$ cat src/rtl/mitopt_pkg.sv
package mitopt_pkg;

    localparam int unsigned OPT_W      = 64;
    localparam int unsigned B_RNG_DIS  = 0;
    localparam int unsigned B_TXN_ALW  = 1;
    localparam int unsigned B_RTM_LCK  = 2;
    localparam int unsigned B_FB_SKIP  = 3;
    localparam int unsigned B_GDS_DIS  = 4;
    localparam int unsigned B_GDS_LCK  = 5;
    localparam int unsigned RSV_LO     = 6;

    typedef struct packed {
        logic gds_lock;
        logic gds_dis;
        logic fb_skip;
        logic rtm_lock;
        logic txn_allow;
        logic rng_dis;
    } opt_t;

    function automatic logic [OPT_W-1:0] opt_to_word(opt_t o);
        logic [OPT_W-1:0] w;
        w            = '0;
        w[B_RNG_DIS] = o.rng_dis;
        w[B_TXN_ALW] = o.txn_allow;
        w[B_RTM_LCK] = o.rtm_lock;
        w[B_FB_SKIP] = o.fb_skip;
        w[B_GDS_DIS] = o.gds_dis;
        w[B_GDS_LCK] = o.gds_lock;
        return w;
    endfunction

endpackage

$ cat src/rtl/mitopt_wr_check.sv
module mitopt_wr_check
    import mitopt_pkg::*;
#(
    parameter int unsigned REG_W = OPT_W
) (
    input  logic [REG_W-1:0] wr_data,
    input  logic             cap_rng_ctl,
    input  logic             cap_fbclr_ctl,
    input  logic             cap_gds_ctl,
    output logic             illegal
);
    localparam int unsigned RSV_W = REG_W - RSV_LO;

    logic rsv_hit;
    logic cap_hit;

    always_comb begin
        rsv_hit = |wr_data[REG_W-1:RSV_LO];
        cap_hit = (wr_data[B_RNG_DIS] & ~cap_rng_ctl)
                | (wr_data[B_FB_SKIP] & ~cap_fbclr_ctl)
                | (wr_data[B_GDS_DIS] & ~cap_gds_ctl);
        illegal = rsv_hit | cap_hit;
    end

    initial begin
        assert (RSV_W > 0) else $error("register narrower than field map");
    end

endmodule

$ cat src/rtl/mitopt_thread_reg.sv
module mitopt_thread_reg
    import mitopt_pkg::*;
#(
    parameter int unsigned REG_W = OPT_W
) (
    input  logic             clk,
    input  logic             rst_n,
    input  logic             wr_ok,
    input  logic [REG_W-1:0] wr_data,
    input  logic             lock_rtm_set,
    input  logic             lock_gds_set,
    input  logic             in_enclave,
    input  logic             txn_disable,
    output logic [REG_W-1:0] word,
    output logic             gds_dis,
    output logic             rng_mitig_on,
    output logic             txn_abort_all,
    output logic             fbclr_skip
);
    opt_t st_d, st_q;

    always_comb begin
        st_d = st_q;
        if (lock_rtm_set) st_d.rtm_lock = 1'b1;
        if (lock_gds_set) st_d.gds_lock = 1'b1;
        if (wr_ok) begin
            st_d.rng_dis   = wr_data[B_RNG_DIS];
            st_d.fb_skip   = wr_data[B_FB_SKIP];
            st_d.txn_allow = wr_data[B_TXN_ALW];
            st_d.gds_dis   = wr_data[B_GDS_DIS];
        end
        // locks win over any same-cycle write
        if (st_d.rtm_lock) st_d.txn_allow = 1'b0;
        if (st_d.gds_lock) st_d.gds_dis   = 1'b0;
    end

    always_ff @(posedge clk or negedge rst_n) begin
        if (!rst_n) st_q <= '0;
        else        st_q <= st_d;
    end

    always_comb begin
        word          = REG_W'(opt_to_word(st_q));
        gds_dis       = st_q.gds_dis;
        rng_mitig_on  = ~(st_q.rng_dis & ~in_enclave);
        txn_abort_all = st_q.txn_allow ? txn_disable : 1'b1;
        fbclr_skip    = st_q.fb_skip;
    end

    p_rtm_lock_pins_allow_r7: assert property (@(posedge clk) disable iff (!rst_n)
        st_q.rtm_lock |-> !st_q.txn_allow);
    p_gds_lock_pins_dis_r8: assert property (@(posedge clk) disable iff (!rst_n)
        lock_gds_set |=> (st_q.gds_lock && !st_q.gds_dis));
    p_locks_sticky_r9: assert property (@(posedge clk) disable iff (!rst_n)
        (st_q.gds_lock || st_q.rtm_lock) |=>
        (st_q.gds_lock >= $past(st_q.gds_lock)) && (st_q.rtm_lock >= $past(st_q.rtm_lock)));
    p_idle_no_change_r3: assert property (@(posedge clk) disable iff (!rst_n)
        (!wr_ok && !lock_rtm_set && !lock_gds_set) |=> $stable(word));

endmodule

$ cat src/rtl/mitopt_core_agg.sv
module mitopt_core_agg #(
    parameter int unsigned NTHR = 2
) (
    input  logic            clk,
    input  logic            rst_n,
    input  logic [NTHR-1:0] dis_i,
    output logic            mitig_on
);
    logic on_d, on_q;

    always_comb begin
        on_d = ~(&dis_i);
    end

    always_ff @(posedge clk or negedge rst_n) begin
        if (!rst_n) on_q <= 1'b1;
        else        on_q <= on_d;
    end

    assign mitig_on = on_q;

    p_all_agree_off_r10: assert property (@(posedge clk) disable iff (!rst_n)
        (&dis_i) |=> !mitig_on);
    p_any_keeps_on_r10: assert property (@(posedge clk) disable iff (!rst_n)
        !(&dis_i) |=> mitig_on);

endmodule

$ cat src/rtl/mitopt_core.sv
module mitopt_core
    import mitopt_pkg::*;
#(
    parameter int unsigned NTHR  = 2,
    parameter int unsigned REG_W = OPT_W,
    localparam int unsigned TIDW = (NTHR > 1) ? $clog2(NTHR) : 1
) (
    input  logic             clk,
    input  logic             rst_n,
    input  logic             cap_rng_ctl,
    input  logic             cap_fbclr_ctl,
    input  logic             cap_gds_ctl,
    input  logic             wr_en,
    input  logic [TIDW-1:0]  wr_tid,
    input  logic [REG_W-1:0] wr_data,
    output logic             wr_fault,
    input  logic [TIDW-1:0]  rd_tid,
    output logic [REG_W-1:0] rd_data,
    input  logic             lock_rtm_set,
    input  logic             lock_gds_set,
    input  logic [NTHR-1:0]  in_enclave,
    input  logic [NTHR-1:0]  txn_disable,
    output logic [NTHR-1:0]  rng_mitig_on,
    output logic [NTHR-1:0]  txn_abort_all,
    output logic [NTHR-1:0]  fbclr_skip,
    output logic             gds_mitig_on
);
    logic                        illegal;
    logic [NTHR-1:0]             thr_wr;
    logic [NTHR-1:0]             thr_dis;
    logic [NTHR-1:0][REG_W-1:0]  thr_word;

    mitopt_wr_check #(.REG_W(REG_W)) u_chk (
        .wr_data       (wr_data),
        .cap_rng_ctl   (cap_rng_ctl),
        .cap_fbclr_ctl (cap_fbclr_ctl),
        .cap_gds_ctl   (cap_gds_ctl),
        .illegal       (illegal)
    );

    assign wr_fault = wr_en & illegal;

    for (genvar t = 0; t < NTHR; t++) begin : g_thr
        assign thr_wr[t] = wr_en & ~illegal & (wr_tid == TIDW'(t));

        mitopt_thread_reg #(.REG_W(REG_W)) u_reg (
            .clk           (clk),
            .rst_n         (rst_n),
            .wr_ok         (thr_wr[t]),
            .wr_data       (wr_data),
            .lock_rtm_set  (lock_rtm_set),
            .lock_gds_set  (lock_gds_set),
            .in_enclave    (in_enclave[t]),
            .txn_disable   (txn_disable[t]),
            .word          (thr_word[t]),
            .gds_dis       (thr_dis[t]),
            .rng_mitig_on  (rng_mitig_on[t]),
            .txn_abort_all (txn_abort_all[t]),
            .fbclr_skip    (fbclr_skip[t])
        );
    end

    always_comb begin
        rd_data = '0;
        for (int t = 0; t < NTHR; t++) begin
            if (rd_tid == TIDW'(t)) rd_data = thr_word[t];
        end
    end

    mitopt_core_agg #(.NTHR(NTHR)) u_agg (
        .clk      (clk),
        .rst_n    (rst_n),
        .dis_i    (thr_dis),
        .mitig_on (gds_mitig_on)
    );

    p_fault_blocks_write_r3: assert property (@(posedge clk) disable iff (!rst_n)
        wr_fault |-> (thr_wr == '0));
    p_one_thread_written_r2: assert property (@(posedge clk) disable iff (!rst_n)
        $onehot0(thr_wr));
    p_reserved_faults_r3: assert property (@(posedge clk) disable iff (!rst_n)
        (wr_en && (|wr_data[REG_W-1:RSV_LO])) |-> wr_fault);

endmodule

$ cat config.mk
export PLATFORM = sky130hd
export DESIGN_NAME = mitopt_core
export DESIGN_NICKNAME = d
export VERILOG_FILES = /design/src/rtl/mitopt_pkg.sv /design/src/rtl/mitopt_wr_check.sv /design/src/rtl/mitopt_thread_reg.sv /design/src/rtl/mitopt_core_agg.sv /design/src/rtl/mitopt_core.sv
export SDC_FILE = /design/constraint.sdc
export NUM_CORES = 1
export LEC_CHECK = 0
export BUFFER_PORTS_ARGS = -buffer_cell sky130_fd_sc_hd__buf_2
export CAP_MARGIN = 20
export CORE_UTILIZATION = 41
export CTS_CLUSTER_SIZE = 30
export DETAILED_ROUTE_END_ITERATION = 10
export PLACE_DENSITY = 0.78
export SETUP_SLACK_MARGIN = 0.3
export SLEW_MARGIN = 20
export SYNTH_ARGS = -nofsm -noshare
export SYNTH_HDL_FRONTEND = slang
export SYNTH_HIERARCHICAL = 1
export SYNTH_SLANG_ARGS = --single-unit
$ cat constraint.sdc
create_clock -name clk -period 1.3 [get_ports clk]
set_input_delay 0.13 -clock clk [delete_from_list [all_inputs] [get_ports clk]]
set_output_delay 0.13 -clock clk [all_outputs]
set_load 0.01 [all_outputs]
==> metrics.yaml, run 1 <==
outcome: "complete, but fails checks"
violations: "negative setup slack"
drt_first_pass_iters: 4
peakVddDrop_v: 0.000342
start_util_pct: 43.5
synth_top_family_by_area: "buffers and inverters"
net-switching-power_mw: 0.452
internal-power_mw: 0.971
clk-insertion-delay-late_ns: 0.24
cp_max_fo: 4
synth-seq-cells: 13
hold_path_class: "input port to register"
wl_per_cell_um: 12.1
power_frac_clock_pct: 25.3
timing.final.max_slew_violations: 0
grt_busiest_layer: "met2"
area_growth_pct: 15.1
yosys.area_share.simple_pct: 8.69
worst_slew_pin_slew_ns: 0.742
netlist-cell-type-count: 23
rsz0062_at_grt: "true"
use_met3_pct: 2.75
synth_xor_area_share_pct: 0
drtAntennaViolNets: 0
clock_skew_ns: 0.000851
routabilityCongestion: 0.859
grt_max_degree: 45
syn_inst: 254
max_slew_margin_pct: 50.6
drive_gt1_share_pct: 55.5
path_class: "input port to register"
avgSynthCellArea_sq_um: 10.4
hpwlAfterDp_um: 3650
max-cap-violations: 0
diodes: 0
syn_area_sq_um: 2640
wirelength_um: 5100
cts_root_buffer: "clkbuf_8"
coreArea_sq_um: 6060
use_met1_pct: 10.6
synth_edf_count: 0
switching_share_pct: 31.8
grt_overflow: 0
power_mw: 1.42
cts_buffers: 3
clock-sinks: 13
fin_crit_sh_pct: 132
fin_crit_ns: 1.71
port_buffers: 89
grt_use_met2_pct: 28.8
seq_power_share_pct: 28.5
fmax_mhz: 583
ys_warn_count: 6
dr_total_vias: 1699
setup_violations: 9
leakagePower_nw: 1.63
grt_pass1_vias: 1571
die_h_um: 82.2
crit_path_end_kind: "register"
grt_pass1_wl_um: 6650
via_per_inst: 4.02
cts_max_level: 1
cts.clk_slew.worst_paths_ns: 0.06
final_nets: 427
p_per_area_nw_per_um2: 469
antenna_found_initial: 0
fin_ws_ns: -0.414
cp_data_required_time_ns: 1.42
die-area_sq_um: 6750
start_kind: "input port"
tritoncts: "built"
p_comb_share_pct: 46.2
die_x_um: 82.2
rows: 28
yosys-mux-area-fraction_pct: 39.1
track_usage_pct: 13.2
initialDrtViolationCount: 24
ys.flop_type: "dfrtp_1"
synth_compound_gate_area_share_pct: 0.190
hold_violations: 0
yosysSeqAreaShare_pct: 12.4
drc: 0
async_flop_share_pct: 100
crit_arrival_ns: 1.84
synth_adder_area_share_pct: 0
tns_ns: -3.32
io_pins: 150
clockBufferDepth: 2
## power groups by stage
stage               clock, mW  sequential, mW  combinational [mW]
floorplan                   0           0.412               0.718
global placement            0           0.412               0.569
detailed placement          0           0.412               0.575
CTS                     0.371           0.405               0.610
global route            0.387           0.405               0.720
finish                  0.360           0.405               0.657
## synth_stat cells (4+ instances only)
library cell    n  area (sq um)
buf_4         120           901
mux2_4         60           901
nor4_1         14          87.6
dfrtp_1        12           300
mux2_2          8          90.1
buf_12          6           120
mux2i_1         4          40.0
nand2b_1        4          25.0
nand4_1         4          25.0
nor2_1          4          15.0
or2_1           4          25.0
## logic make-up (layout without fill, tap and decap cells)
logic type	count (synthesis)	in the layout
simple gates	38	38
flops	13	13
buf+inv	128	108
mux	72	72
compound gates	1	1
other cells	2	116
## registers in the layout, indices dropped and copies added (netlist names)
| name | cells |
|---|---|
| u_agg/mitig_on | 1 |
| g_thr.u_reg/word | 8 |
| g_thr.u_reg/gds_dis | 2 |
| g_thr.u_reg/fbclr_skip | 2 |
## worst paths after layout
| kind | cells past startpoint | endpoint | start | slack [ns] |
|---|---|---|---|---|
| max in group asynchronous | 2 | u_agg/mitig_on | rst_n | 0.72 |
| setup reg to reg | 2 | g_thr[1].u_reg/fbclr_skip | g_thr[1].u_reg/fbclr_skip | 0.36 |
| min in group asynchronous | 2 | g_thr[0].u_reg/word[5] | rst_n | 0.30 |
| hold reg to reg | 1 | g_thr[0].u_reg/word[2] | g_thr[0].u_reg/word[2] | 0.50 |
| setup / recovery | 7 | g_thr[0].u_reg/fbclr_skip | wr_data[6] | -0.41 |
| hold / removal | 2 | g_thr[1].u_reg/word[5] | lock_gds_set | 0.11 |
## what timing repair did
item	in CTS	in global routing
setup endpoints to repair	16	20
endpoints found under the hold margin	12	0
setup buffers	7	4
gates resized for setup	33	9
hold buffers	1	0
pin swaps	9	10
## placed cells by master (no fill, tap or decap), drive strengths merged
master,instances
or4,1
dlygate4sd3,1
dfrtp,12
nand4,4
nand2b,4
clkbuf,4
and3b,1
and2,1
or2,4
buf,102
inv,1
conb,116
nor3b,1
nor2b,2
mux2,68
nor4,14
nor3,1
nand2,1
a21oi,1
nor2,4
dfstp,1
mux2i,4
## layer usage
| layer | part of all wire [%] | vias to the layer above |
|---|---|---|
| met3 | 8.6 | 10 |
| met5 | 0 | - |
| met1 | 32 | 766 |
| met4 | 2.1 | 0 |
| li1 | - | 820 |
| met2 | 57 | 103 |
## metrics by stage
step	util (%)	cell area, sq um	setup WS, ns	std cells	hold slack, ns
global route	50.0	3030	-0.487	423	0.119
detailed placement	43.8	2650	-0.756	407	0.0294
global placement	43.8	2650	-0.702	407	0.0209
CTS	48.5	2940	-0.403	419	0.106
floorplan	-	3130	-0.473	368	-0.166
finish	50.0	3030	-0.414	423	0.112
## critical path, stage by stage
cell and delay (ns):
buf_2 0.11, nor4_1 0.30, nand4_1 0.17, or4_4 0.47
nor3b_4 0.20, buf_6 0.15, mux2_4 0.30
## layout make-up
class	count	area (sq um)
fill	538	3030
multi-input combinational	227	1880
inverter	1	3.75
clock buffer	4	45.0
tap	75	93.8
timing repair buffer	103	681
sequential	13	327
No activity file was read; power rests on OpenSTA's default activity.
==> run 2, diff against run 1 <==
--- a/config.mk
+++ b/config.mk
@@ -12,6 +12,7 @@
 export DETAILED_ROUTE_END_ITERATION = 10
 export PLACE_DENSITY = 0.78
 export SETUP_SLACK_MARGIN = 0.3
+export SKIP_LAST_GASP = 1
 export SLEW_MARGIN = 20
 export SYNTH_ARGS = -nofsm -noshare
 export SYNTH_HDL_FRONTEND = slang
==> run 2 against run 1 <==
The flow still finishes with violations (negative setup slack). Critical path depth decreased by 1. First-iteration DRC count is 8.3% lower. Sequential power about the same. Clock skew about the same. Via count decreased by 1.4%. Die area unchanged. Routed wire length down 2.2%. Maximum frequency about the same. Final area fell by 0.33%. Critical path type unchanged. Critical endpoint is now g_thr[1].u_reg/fbclr_skip. Largest cell class unchanged.
==> metrics.yaml, run 2 (synthesis gave the netlist of run 1 again) <==
outcome: "complete, but fails checks"
violations: "negative setup slack"
setup_violations: 9  # unchanged
hold_ws_ns: 0.111  # -0.000899 ns
initialDrtViolationCount: 22  # -8.3%
via_per_inst: 3.96  # -1.4%
track_usage_pct: 13.1  # -0.046 points
wirelength_um: 4990  # -2.2%
dp_slack_ns: -0.756  # unchanged
path_cells: "buf_2 > nor4_4 > nand4_1 > or4_4 > and3b_2 > mux2_4"
switching_share_pct: 31.7  # -0.090 points
coreArea_sq_um: 6060  # unchanged
hold_violations: 0  # unchanged
fin_crit_sh_pct: 132  # about the same
p_comb_share_pct: 46.1  # about the same
met3_length_um: 367  # -16%
die_x_um: 82.2  # unchanged
clock_skew_ns: 0.00114  # +0.000288 ns
tritoncts: "built"
fin_crit_ns: 1.71  # +0.000317 ns
largest_reg_flops: 8  # unchanged
net-switching-power_mw: 0.449  # -0.63%
power_mw: 1.42  # -0.35%
cp_top_family: "simple AND/OR/NAND/NOR gates"
drc: 0  # unchanged
die_h_um: 82.2  # unchanged
routabilityCongestion: 0.859  # unchanged
io_pins: 150  # unchanged
final_common_cell: "conb_1"
drtAntennaViolNets: 0  # unchanged
seq_power_share_pct: 28.6  # about the same
rows: 28  # unchanged
hold_path_class: "input port to register"
port_buffers: 89  # unchanged
grt_overflow: 0  # unchanged
cts_max_level: 1  # unchanged
slowest_delay_ns: 0.57  # +0.10 ns
clk-insertion-delay-late_ns: 0.24  # about the same
die-area_sq_um: 6750  # unchanged
path_class: "input port to register"
drive_gt1_share_pct: 55.5  # unchanged
p_per_area_nw_per_um2: 469  # about the same
crit_arrival_ns: 1.84  # about the same
wl_per_cell_um: 11.8  # -2.2%
cp_slowest_cell: "or4_4"
crit_path_end_kind: "register"
start_util_pct: 43.5  # unchanged
mostFrequentLayoutCells: "116 x conb_1, 72 x buf_2, 65 x mux2_4"
tns_ns: -3.31  # +0.0113 ns
final_nets: 427  # unchanged
internal-power_mw: 0.969  # -0.21%
timing.final.max_slew_violations: 0  # unchanged
cts_buffers: 3  # unchanged
rsz0062_at_grt: "true"
cts.clk_slew.worst_paths_ns: 0.05  # about the same
peakVddDrop_v: 0.000341  # -0.10%
cp_max_fo: 4  # unchanged
diodes: 0  # unchanged
max_slew_margin_pct: 50.6  # +0.065 points
max-cap-violations: 0  # unchanged
cts_root_buffer: "clkbuf_8"
clock-sinks: 13  # unchanged
fin_area_sq_um: 3020  # -0.33%
antenna_found_initial: 0  # unchanged
wl_met2_um: 2840  # -2.8%
hpwlAfterDp_um: 3650  # unchanged
top_layer: "met4"
worst_slew_pin_slew_ns: 0.741  # -0.000966 ns
drt_first_pass_iters: 3  # -1
start_kind: "input port"
leakagePower_nw: 1.63  # -0.26%
cp_data_required_time_ns: 1.42  # about the same
fin_ws_ns: -0.415  # -0.000317 ns
grt_max_degree: 45  # unchanged
placed_area_sq_um: 2650  # unchanged
fmax_mhz: 583  # about the same
dr_total_vias: 1675  # -1.4%
clockBufferDepth: 2  # unchanged
power_frac_clock_pct: 25.3  # about the same
area_growth_pct: 14.7
crit_buf_inv: 1  # -1
met1_length_um: 1670  # +2.8%
grt_pass1_wl_um: 6670  # +0.32%
grt_pass1_vias: 1587  # +1.0%
## run 2: cell types whose count changed in the layout (fill, tap and decap cells not counted)
cell,before,now
buf_6,22,21
mux2_4,66,65
buf_2,71,72
mux2_2,2,3
## run 2: cell type report
cell class,instances,area (sq um)
flip-flops and latches,13,327
clock buffers,4,45.0
fillers,540,3040
well taps,75,93.8
inverters,1,3.75
repair buffers,103,674
multi-input cells,227,1880
## run 2: worst paths after layout
check | cells after the start | end | start | slack (ns)
min | 2 | g_thr[1].u_reg/word[5] | lock_gds_set | 0.11
max | 6 | g_thr[1].u_reg/fbclr_skip | wr_data[23] | -0.41
max reg2reg | 4 | g_thr[0].u_reg/word[1] | g_thr[0].u_reg/word[1] | 0.35
max in group asynchronous | 2 | u_agg/mitig_on | rst_n | 0.72
min reg2reg | 1 | g_thr[0].u_reg/word[2] | g_thr[0].u_reg/word[2] | 0.50
min in group asynchronous | 2 | g_thr[1].u_reg/word[1] | rst_n | 0.30
## run 2: repair_timing
action	in CTS	in global routing
setup buffers	7	4
gates cloned	0	0
endpoints found under the setup margin	16	20
hold endpoints to repair	12	0
resized for setup	27	13
hold buffers	1	0
pin swaps	9	9
## run 2: metal layers
metal,global-route usage (%),up-vias
met1,11.1,746
met4,6.67,0
li1,-,821
met2,28.3,98
met5,0,-
met3,2.20,10
## run 2: power by group through the flow
| stage | Clock [mW] | Sequential (mW) | Combinational, mW |
|---|---|---|---|
| global route | 0.387 | 0.405 | 0.716 |
| CTS | 0.371 | 0.405 | 0.610 |
| finish | 0.359 | 0.405 | 0.653 |
| floorplan | 0 | 0.412 | 0.718 |
| global placement | 0 | 0.412 | 0.569 |
| detailed placement | 0 | 0.412 | 0.575 |
## run 2: stage by stage
stage | util [%] | std cells
after global routing | 49.9 | 423
after CTS | 48.2 | 419
after detailed placement | 43.8 | 407
final | 49.9 | 423
after floorplan | - | 368
after global placement | 43.8 | 407
## run 2: worst register-to-register path, delay by kind of cell, from the launching register on
kind,cells,cell delay (ns)
DFF,1,0.38
muxes,1,0.15
and+or+nand+nor,1,0.06
buffers and inverters,2,0.24
